--- src/rtl/ptp_cls_pkg.sv ---
package ptp_cls_pkg;
  typedef enum logic [2:0] {
    MODE_OFF     = 3'd0,
    MODE_V1_SYNC = 3'd1,
    MODE_V1_DREQ = 3'd2,
    MODE_V2_EVT  = 3'd3,
    MODE_ALL     = 3'd4
  } cap_mode_e;

  localparam logic [15:0] ETYPE_PTP   = 16'h88F7;
  localparam logic [15:0] ETYPE_IPV4  = 16'h0800;
  localparam logic [7:0]  PROTO_UDP   = 8'd17;
  localparam logic [15:0] EVT_PORT    = 16'd319;

  // byte offsets in an untagged frame, IPv4 without options
  localparam int OFS_ETYPE  = 12;
  localparam int OFS_L2_PTP = 14;
  localparam int OFS_PROTO  = 23;
  localparam int OFS_SPORT  = 34;
  localparam int OFS_DPORT  = 36;
  localparam int OFS_L4_PTP = 42;
  localparam int OFS_V1_CTL = OFS_L4_PTP + 32;

  localparam int MIN_L2  = OFS_L2_PTP + 1;
  localparam int MIN_UDP = OFS_DPORT + 2;
  localparam int MIN_V2  = OFS_L4_PTP + 1;
  localparam int MIN_V1  = OFS_V1_CTL + 1;

  typedef struct packed {
    logic [15:0] etype;
    logic [7:0]  proto;
    logic [15:0] sport;
    logic [15:0] dport;
    logic [3:0]  l2_msg;
    logic [3:0]  l4_msg;
    logic [7:0]  v1_ctl;
  } hdr_t;
endpackage

--- src/rtl/ptp_hdr_extract.sv ---
module ptp_hdr_extract
  import ptp_cls_pkg::*;
#(
  parameter int LEN_W = 8
) (
  input  logic             clk_i,
  input  logic             rst_ni,
  input  logic [7:0]       data_i,
  input  logic             valid_i,
  input  logic             sof_i,
  output hdr_t             hdr_nxt_o,
  output logic [LEN_W-1:0] len_nxt_o
);
  localparam logic [LEN_W-1:0] LEN_MAX = {LEN_W{1'b1}};

  hdr_t             hdr_q;
  logic [LEN_W-1:0] len_q;
  logic [LEN_W-1:0] idx;
  int               pos;
  hdr_t             base;

  // including the current beat, so the last byte is usable on the eof beat
  always_comb begin
    idx  = (valid_i && sof_i) ? '0 : len_q;
    base = (valid_i && sof_i) ? '0 : hdr_q;
    pos  = 32'(idx);
    hdr_nxt_o = base;
    len_nxt_o = len_q;
    if (valid_i) begin
      len_nxt_o = (idx == LEN_MAX) ? LEN_MAX : idx + 1'b1;
      if (pos == OFS_ETYPE)      hdr_nxt_o.etype[15:8] = data_i;
      if (pos == OFS_ETYPE + 1)  hdr_nxt_o.etype[7:0]  = data_i;
      if (pos == OFS_L2_PTP)     hdr_nxt_o.l2_msg      = data_i[3:0];
      if (pos == OFS_PROTO)      hdr_nxt_o.proto       = data_i;
      if (pos == OFS_SPORT)      hdr_nxt_o.sport[15:8] = data_i;
      if (pos == OFS_SPORT + 1)  hdr_nxt_o.sport[7:0]  = data_i;
      if (pos == OFS_DPORT)      hdr_nxt_o.dport[15:8] = data_i;
      if (pos == OFS_DPORT + 1)  hdr_nxt_o.dport[7:0]  = data_i;
      if (pos == OFS_L4_PTP)     hdr_nxt_o.l4_msg      = data_i[3:0];
      if (pos == OFS_V1_CTL)     hdr_nxt_o.v1_ctl      = data_i;
    end
  end

  always_ff @(posedge clk_i or negedge rst_ni) begin
    if (!rst_ni) begin
      hdr_q <= '0;
      len_q <= '0;
    end else begin
      hdr_q <= hdr_nxt_o;
      len_q <= len_nxt_o;
    end
  end

  AST_LEN_STEP: assert property (@(posedge clk_i) disable iff (!rst_ni)
    (valid_i && !sof_i && len_q != LEN_MAX) |=> (len_q == $past(len_q) + 1'b1));
  AST_SOF_RESTART: assert property (@(posedge clk_i) disable iff (!rst_ni)
    (valid_i && sof_i) |=> (len_q == LEN_W'(1)));
  AST_IDLE_HOLD: assert property (@(posedge clk_i) disable iff (!rst_ni)
    !valid_i |=> $stable(len_q));
endmodule

--- src/rtl/ptp_evt_match.sv ---
module ptp_evt_match
  import ptp_cls_pkg::*;
#(
  parameter int LEN_W = 8
) (
  input  hdr_t             hdr_i,
  input  logic [LEN_W-1:0] len_i,
  input  logic [2:0]       mode_i,
  input  logic             src_chk_i,
  output logic             hit_o
);
  int   len;
  logic l2_hit, udp_hit, v2_l4_hit, v1_sync, v1_dreq;

  always_comb begin
    len       = 32'(len_i);
    l2_hit    = (len >= MIN_L2) && (hdr_i.etype == ETYPE_PTP) && (hdr_i.l2_msg < 4'd4);
    udp_hit   = (len >= MIN_UDP) && (hdr_i.etype == ETYPE_IPV4) && (hdr_i.proto == PROTO_UDP)
              && (hdr_i.dport == EVT_PORT) && (!src_chk_i || hdr_i.sport == EVT_PORT);
    v2_l4_hit = udp_hit && (len >= MIN_V2) && (hdr_i.l4_msg < 4'd4);
    v1_sync   = udp_hit && (len >= MIN_V1) && (hdr_i.v1_ctl == 8'd0);
    v1_dreq   = udp_hit && (len >= MIN_V1) && (hdr_i.v1_ctl == 8'd1);
    case (mode_i)
      MODE_V1_SYNC: hit_o = v1_sync;
      MODE_V1_DREQ: hit_o = v1_dreq;
      MODE_V2_EVT:  hit_o = l2_hit || v2_l4_hit;
      MODE_ALL:     hit_o = 1'b1;
      default:      hit_o = 1'b0;
    endcase
  end
endmodule

--- src/rtl/ptp_evt_classifier.sv ---
module ptp_evt_classifier
  import ptp_cls_pkg::*;
#(
  parameter int LEN_W = 8
) (
  input  logic       clk_i,
  input  logic       rst_ni,
  input  logic [7:0] data_i,
  input  logic       valid_i,
  input  logic       sof_i,
  input  logic       eof_i,
  input  logic [2:0] mode_i,
  input  logic       src_chk_i,
  output logic       capture_o
);
  hdr_t             hdr_nxt;
  logic [LEN_W-1:0] len_nxt;
  logic             hit;
  logic             cap_q;

  ptp_hdr_extract #(.LEN_W(LEN_W)) u_extract (
    .clk_i     (clk_i),
    .rst_ni    (rst_ni),
    .data_i    (data_i),
    .valid_i   (valid_i),
    .sof_i     (sof_i),
    .hdr_nxt_o (hdr_nxt),
    .len_nxt_o (len_nxt)
  );

  ptp_evt_match #(.LEN_W(LEN_W)) u_match (
    .hdr_i     (hdr_nxt),
    .len_i     (len_nxt),
    .mode_i    (mode_i),
    .src_chk_i (src_chk_i),
    .hit_o     (hit)
  );

  always_ff @(posedge clk_i or negedge rst_ni) begin
    if (!rst_ni) cap_q <= 1'b0;
    else         cap_q <= valid_i && eof_i && hit;
  end

  assign capture_o = cap_q;

  AST_CAP_ON_EOF: assert property (@(posedge clk_i) disable iff (!rst_ni)
    capture_o |-> $past(valid_i && eof_i));
  AST_OFF_SILENT: assert property (@(posedge clk_i) disable iff (!rst_ni)
    capture_o |-> !($past(mode_i) inside {3'd0, 3'd5, 3'd6, 3'd7}));
  AST_ALL_EVERY: assert property (@(posedge clk_i) disable iff (!rst_ni)
    (valid_i && eof_i && mode_i == MODE_ALL) |=> capture_o);
  AST_SHORT_NONE: assert property (@(posedge clk_i) disable iff (!rst_ni)
    (valid_i && eof_i && mode_i != MODE_ALL && 32'(len_nxt) < MIN_L2) |=> !capture_o);
endmodule

--- config.mk ---
export PLATFORM = sky130hd
export DESIGN_NAME = ptp_evt_classifier
export DESIGN_NICKNAME = d
export VERILOG_FILES = /design/src/rtl/ptp_cls_pkg.sv /design/src/rtl/ptp_hdr_extract.sv /design/src/rtl/ptp_evt_match.sv /design/src/rtl/ptp_evt_classifier.sv
export SDC_FILE = /design/constraint.sdc
export NUM_CORES = 1
export LEC_CHECK = 0
export BUFFER_PORTS_ARGS = -buffer_cell sky130_fd_sc_hd__buf_2
export CAP_MARGIN = 15
export CORE_MARGIN = 1.5
export CORE_UTILIZATION = 66
export CTS_CLUSTER_DIAMETER = 100
export DETAILED_ROUTE_END_ITERATION = 16
export PLACE_DENSITY = 0.86
export RECOVER_POWER = 25
export SLEW_MARGIN = 20
export SYNTH_ARGS = -nofsm -noshare
export SYNTH_HDL_FRONTEND = slang
export SYNTH_SLANG_ARGS = --single-unit
--- constraint.sdc ---
create_clock -name clk_i -period 5.92 [get_ports clk_i]
set_input_delay 1.184 -clock clk_i [delete_from_list [all_inputs] [get_ports clk_i]]
set_output_delay 1.184 -clock clk_i [all_outputs]
set_load 0.02 [all_outputs]
==> flow_summary.toml <==
[drt]
viasPerCell = 6.74
wirelength_mm = 10.0
firstDrtPassIters = 6
wl_per_cell_um = 18.3
drtIter0Drc = 365
drc = 0
num_vias = 3694
drtAntennaViolNets = 0

[critical_path]
r2r_setup_slack_ns = 2.55
worstRegToRegCells = 10
worst-path-stages = 12
startpoint = "valid_i"
cp.required_ns = 6.18
slowest_delay_ns = 0.66
crit_fanout = 21
path_cells = "buf_2 > nand2_2 > and2_1 > inv_1 > ha_1 > or4b_1 > nor3_2 > mux2i_1 > nand4bb_1 > a2111oi_0 > o21bai_1 > o31ai_1"
r2r-start = "u_extract.len_q[1]$_DFF_PN0_"
timing.rr.end = "capture_o$_DFF_PN0_"
cpMaxStageDelayCell = "nor3_2"
endpoint_kind = "register"
cp-endpoint = "capture_o$_DFF_PN0_"
cp_num_buf_inv = 2
timing_worst_setup_path_type = "input port to register"
arrival_ns = 4.43
crit_family = "simple AND/OR/NAND/NOR gates"
crit_path_start_kind = "input port"

[floorplan]
die_area_um2 = 6670
start_util_pct = 68.6
die_w_um = 81.7
die_y_um = 81.7
core-area_um2 = 5960
io_pins = 18
placementRows = 28

[clock_network]
clock_latency_ns = 0.34
clk_pin_slew_ns = 0.08
cts_made_buffers = 9
cts_max_level = 3
cts_tree = "done"
cts_setup_buffers = 0
root_buffer = "clkbuf_8"
hold_buffers = 0
clock_sink_count = 77
cts_resized = 0
cts_max_path_buffers = 2

[timing]
setup_viol = 0
worst_slack_ns = 1.75
finalCritPeriodShare_pct = 70.4
rsz0062_at_grt = "false"
finalClockSkew_ns = 0.00697
finalHoldViolCount = 0
maxSlewHeadroom_pct = 35.1
finalMaxSlewViolations = 0
worst_slew_pin_slew_ns = 0.973
fmax_mhz = 240
layout_min_cycle_time_ns = 4.17
final.setup.tns_ns = 0

[logic_synthesis]
synthCells = 473
synth_area_um2 = 4090
yosys-top-cells-area = "dfrtp_1, o21ai_0, nand2_1, nand3_1, clkbuf_1"
synth.top_cell.area_share_pct = 47.1
ys.flop_type = "dfrtp_1"
synth_cell_types = 52
yosys.area.top_type = "dfrtp_1"
yosysMostFrequentCell = "dfrtp_1"
yosysWarnings = 0
synth_edf_count = 0
avgSynthCellArea_um2 = 8.64
synthArstFlopShare_pct = 100
ys_seq_elements = 77
synth_common_cells = "dfrtp_1, nand2_1, o21ai_0, nand3_1, clkbuf_1"
synth-seq-area-share_pct = 47.1
synth_fp_nets = 494

[cells_and_area]
area_delta_synth_final_pct = 7.16
antenna_cells = 0
fillCellCount = 460
seqCellArea_um2 = 1930
drive_gt1_share_pct = 9.94
fin_util_pct = 73.6
multi_input_area_um2 = 1960
final_cell_count_no_fill = 548
final_nets = 489

[run_status]
status = "completed"

[pwr]
total_power_mw = 1.15
power.leakage_nw = 1.89
power.density_nw_per_um2 = 263
vdd_drop_max_v = 0.000191

[global_routing]
grt_pass1_wl_mm = 16.3
grt_use_total_pct = 32.9
grt_overflow = 0
antenna_found_initial = 0
grt_max_degree = 78
grt_pass1_vias = 3217

[min_path]
hold_class = "register to register"

[run]
cap_violations = 0

[place]
io_buffers = 17
gp_congestion = 0.922
placed_cells = 532
dpl_worst_slack_ns = 1.57
place_hpwl_mm = 6.57
power by group:
group          internal, mW  switching [mW]
combinational        0.0415          0.0915
sequential            0.537          0.0244
clock                 0.261           0.198
how the worst min path moves through the flow:
stage                                             start                       endpoint  slack, ns  cells past startpoint
after floorplan           u_extract.hdr_q[22]$_DFF_PN0_  u_extract.hdr_q[22]$_DFF_PN0_       0.46                      2
after global placement    u_extract.hdr_q[18]$_DFF_PN0_  u_extract.hdr_q[18]$_DFF_PN0_       0.47                      2
after detailed placement  u_extract.hdr_q[18]$_DFF_PN0_  u_extract.hdr_q[18]$_DFF_PN0_       0.49                      2
after CTS                 u_extract.hdr_q[18]$_DFF_PN0_  u_extract.hdr_q[18]$_DFF_PN0_       0.51                      2
after global routing      u_extract.hdr_q[27]$_DFF_PN0_  u_extract.hdr_q[27]$_DFF_PN0_       0.53                      2
final                     u_extract.hdr_q[18]$_DFF_PN0_  u_extract.hdr_q[18]$_DFF_PN0_       0.50                      2
worst register-to-register path, cell delays in order (launching register included):
cell and delay, ns:
dfrtp_1 0.45, and2_1 0.20, inv_1 0.08, ha_1 0.19, or4b_1 0.51, nor3_2 0.67
mux2i_1 0.30, nand4bb_1 0.18, a2111oi_0 0.53, o21bai_1 0.11, o31ai_1 0.08
layout by cell type (no fill, tap or decap), drive strengths merged, types with 11 or more instances in the layout:
master and n:
nand4 12, nor2 25, nor3 13, buf 19
a21oi 17, o21ai 67, clkbuf 11, inv 17
nand3 35, nand2 76, dfrtp 77
sequential cells by signal, summed over array words and instances (netlist names):
name / flops
u_extract.hdr_q: 68
u_extract.len_q: 8
capture_o: 1
per-stage QoR:
stage                     hold WS, ns  instance area, µm²
after detailed placement        0.487                4150
final                           0.503                4380
after CTS                       0.506                4380
after global placement          0.474                4150
after global routing            0.529                4380
after floorplan                 0.460                4090
layout make-up:
class | count | share of cell area, %
Multi-Input combinational cell | 344 | 44.7
Inverter | 17 | 1.46
Clock buffer | 11 | 3.46
Sequential cell | 77 | 44.0
Timing Repair Buffer | 19 | 2.34
Tap cell | 75 | 2.14
Clock inverter | 5 | 1.89
cell families after synthesis:
kind of cell               count (synthesis)  synth area share (%)
DFF                                       77                  47.1
and+or+nand+nor                          218                  28.7
muxes                                      8                  2.02
adders and majority gates                  4                  1.22
AOI/OAI and AO/OA                        114                  15.9
buffers and inverters                     52                  4.99
per-layer routing:
layer	part of all wire, %	track usage (%)	wire length, µm	vias up
li1	-	-	-	1686
met5	0	0	0	-
met3	8.6	7.33	862	25
met2	47	50.2	4670	181
met4	2.1	10.0	210	0
met1	43	47.2	4270	1802
Power figures use the tool's default switching activity.
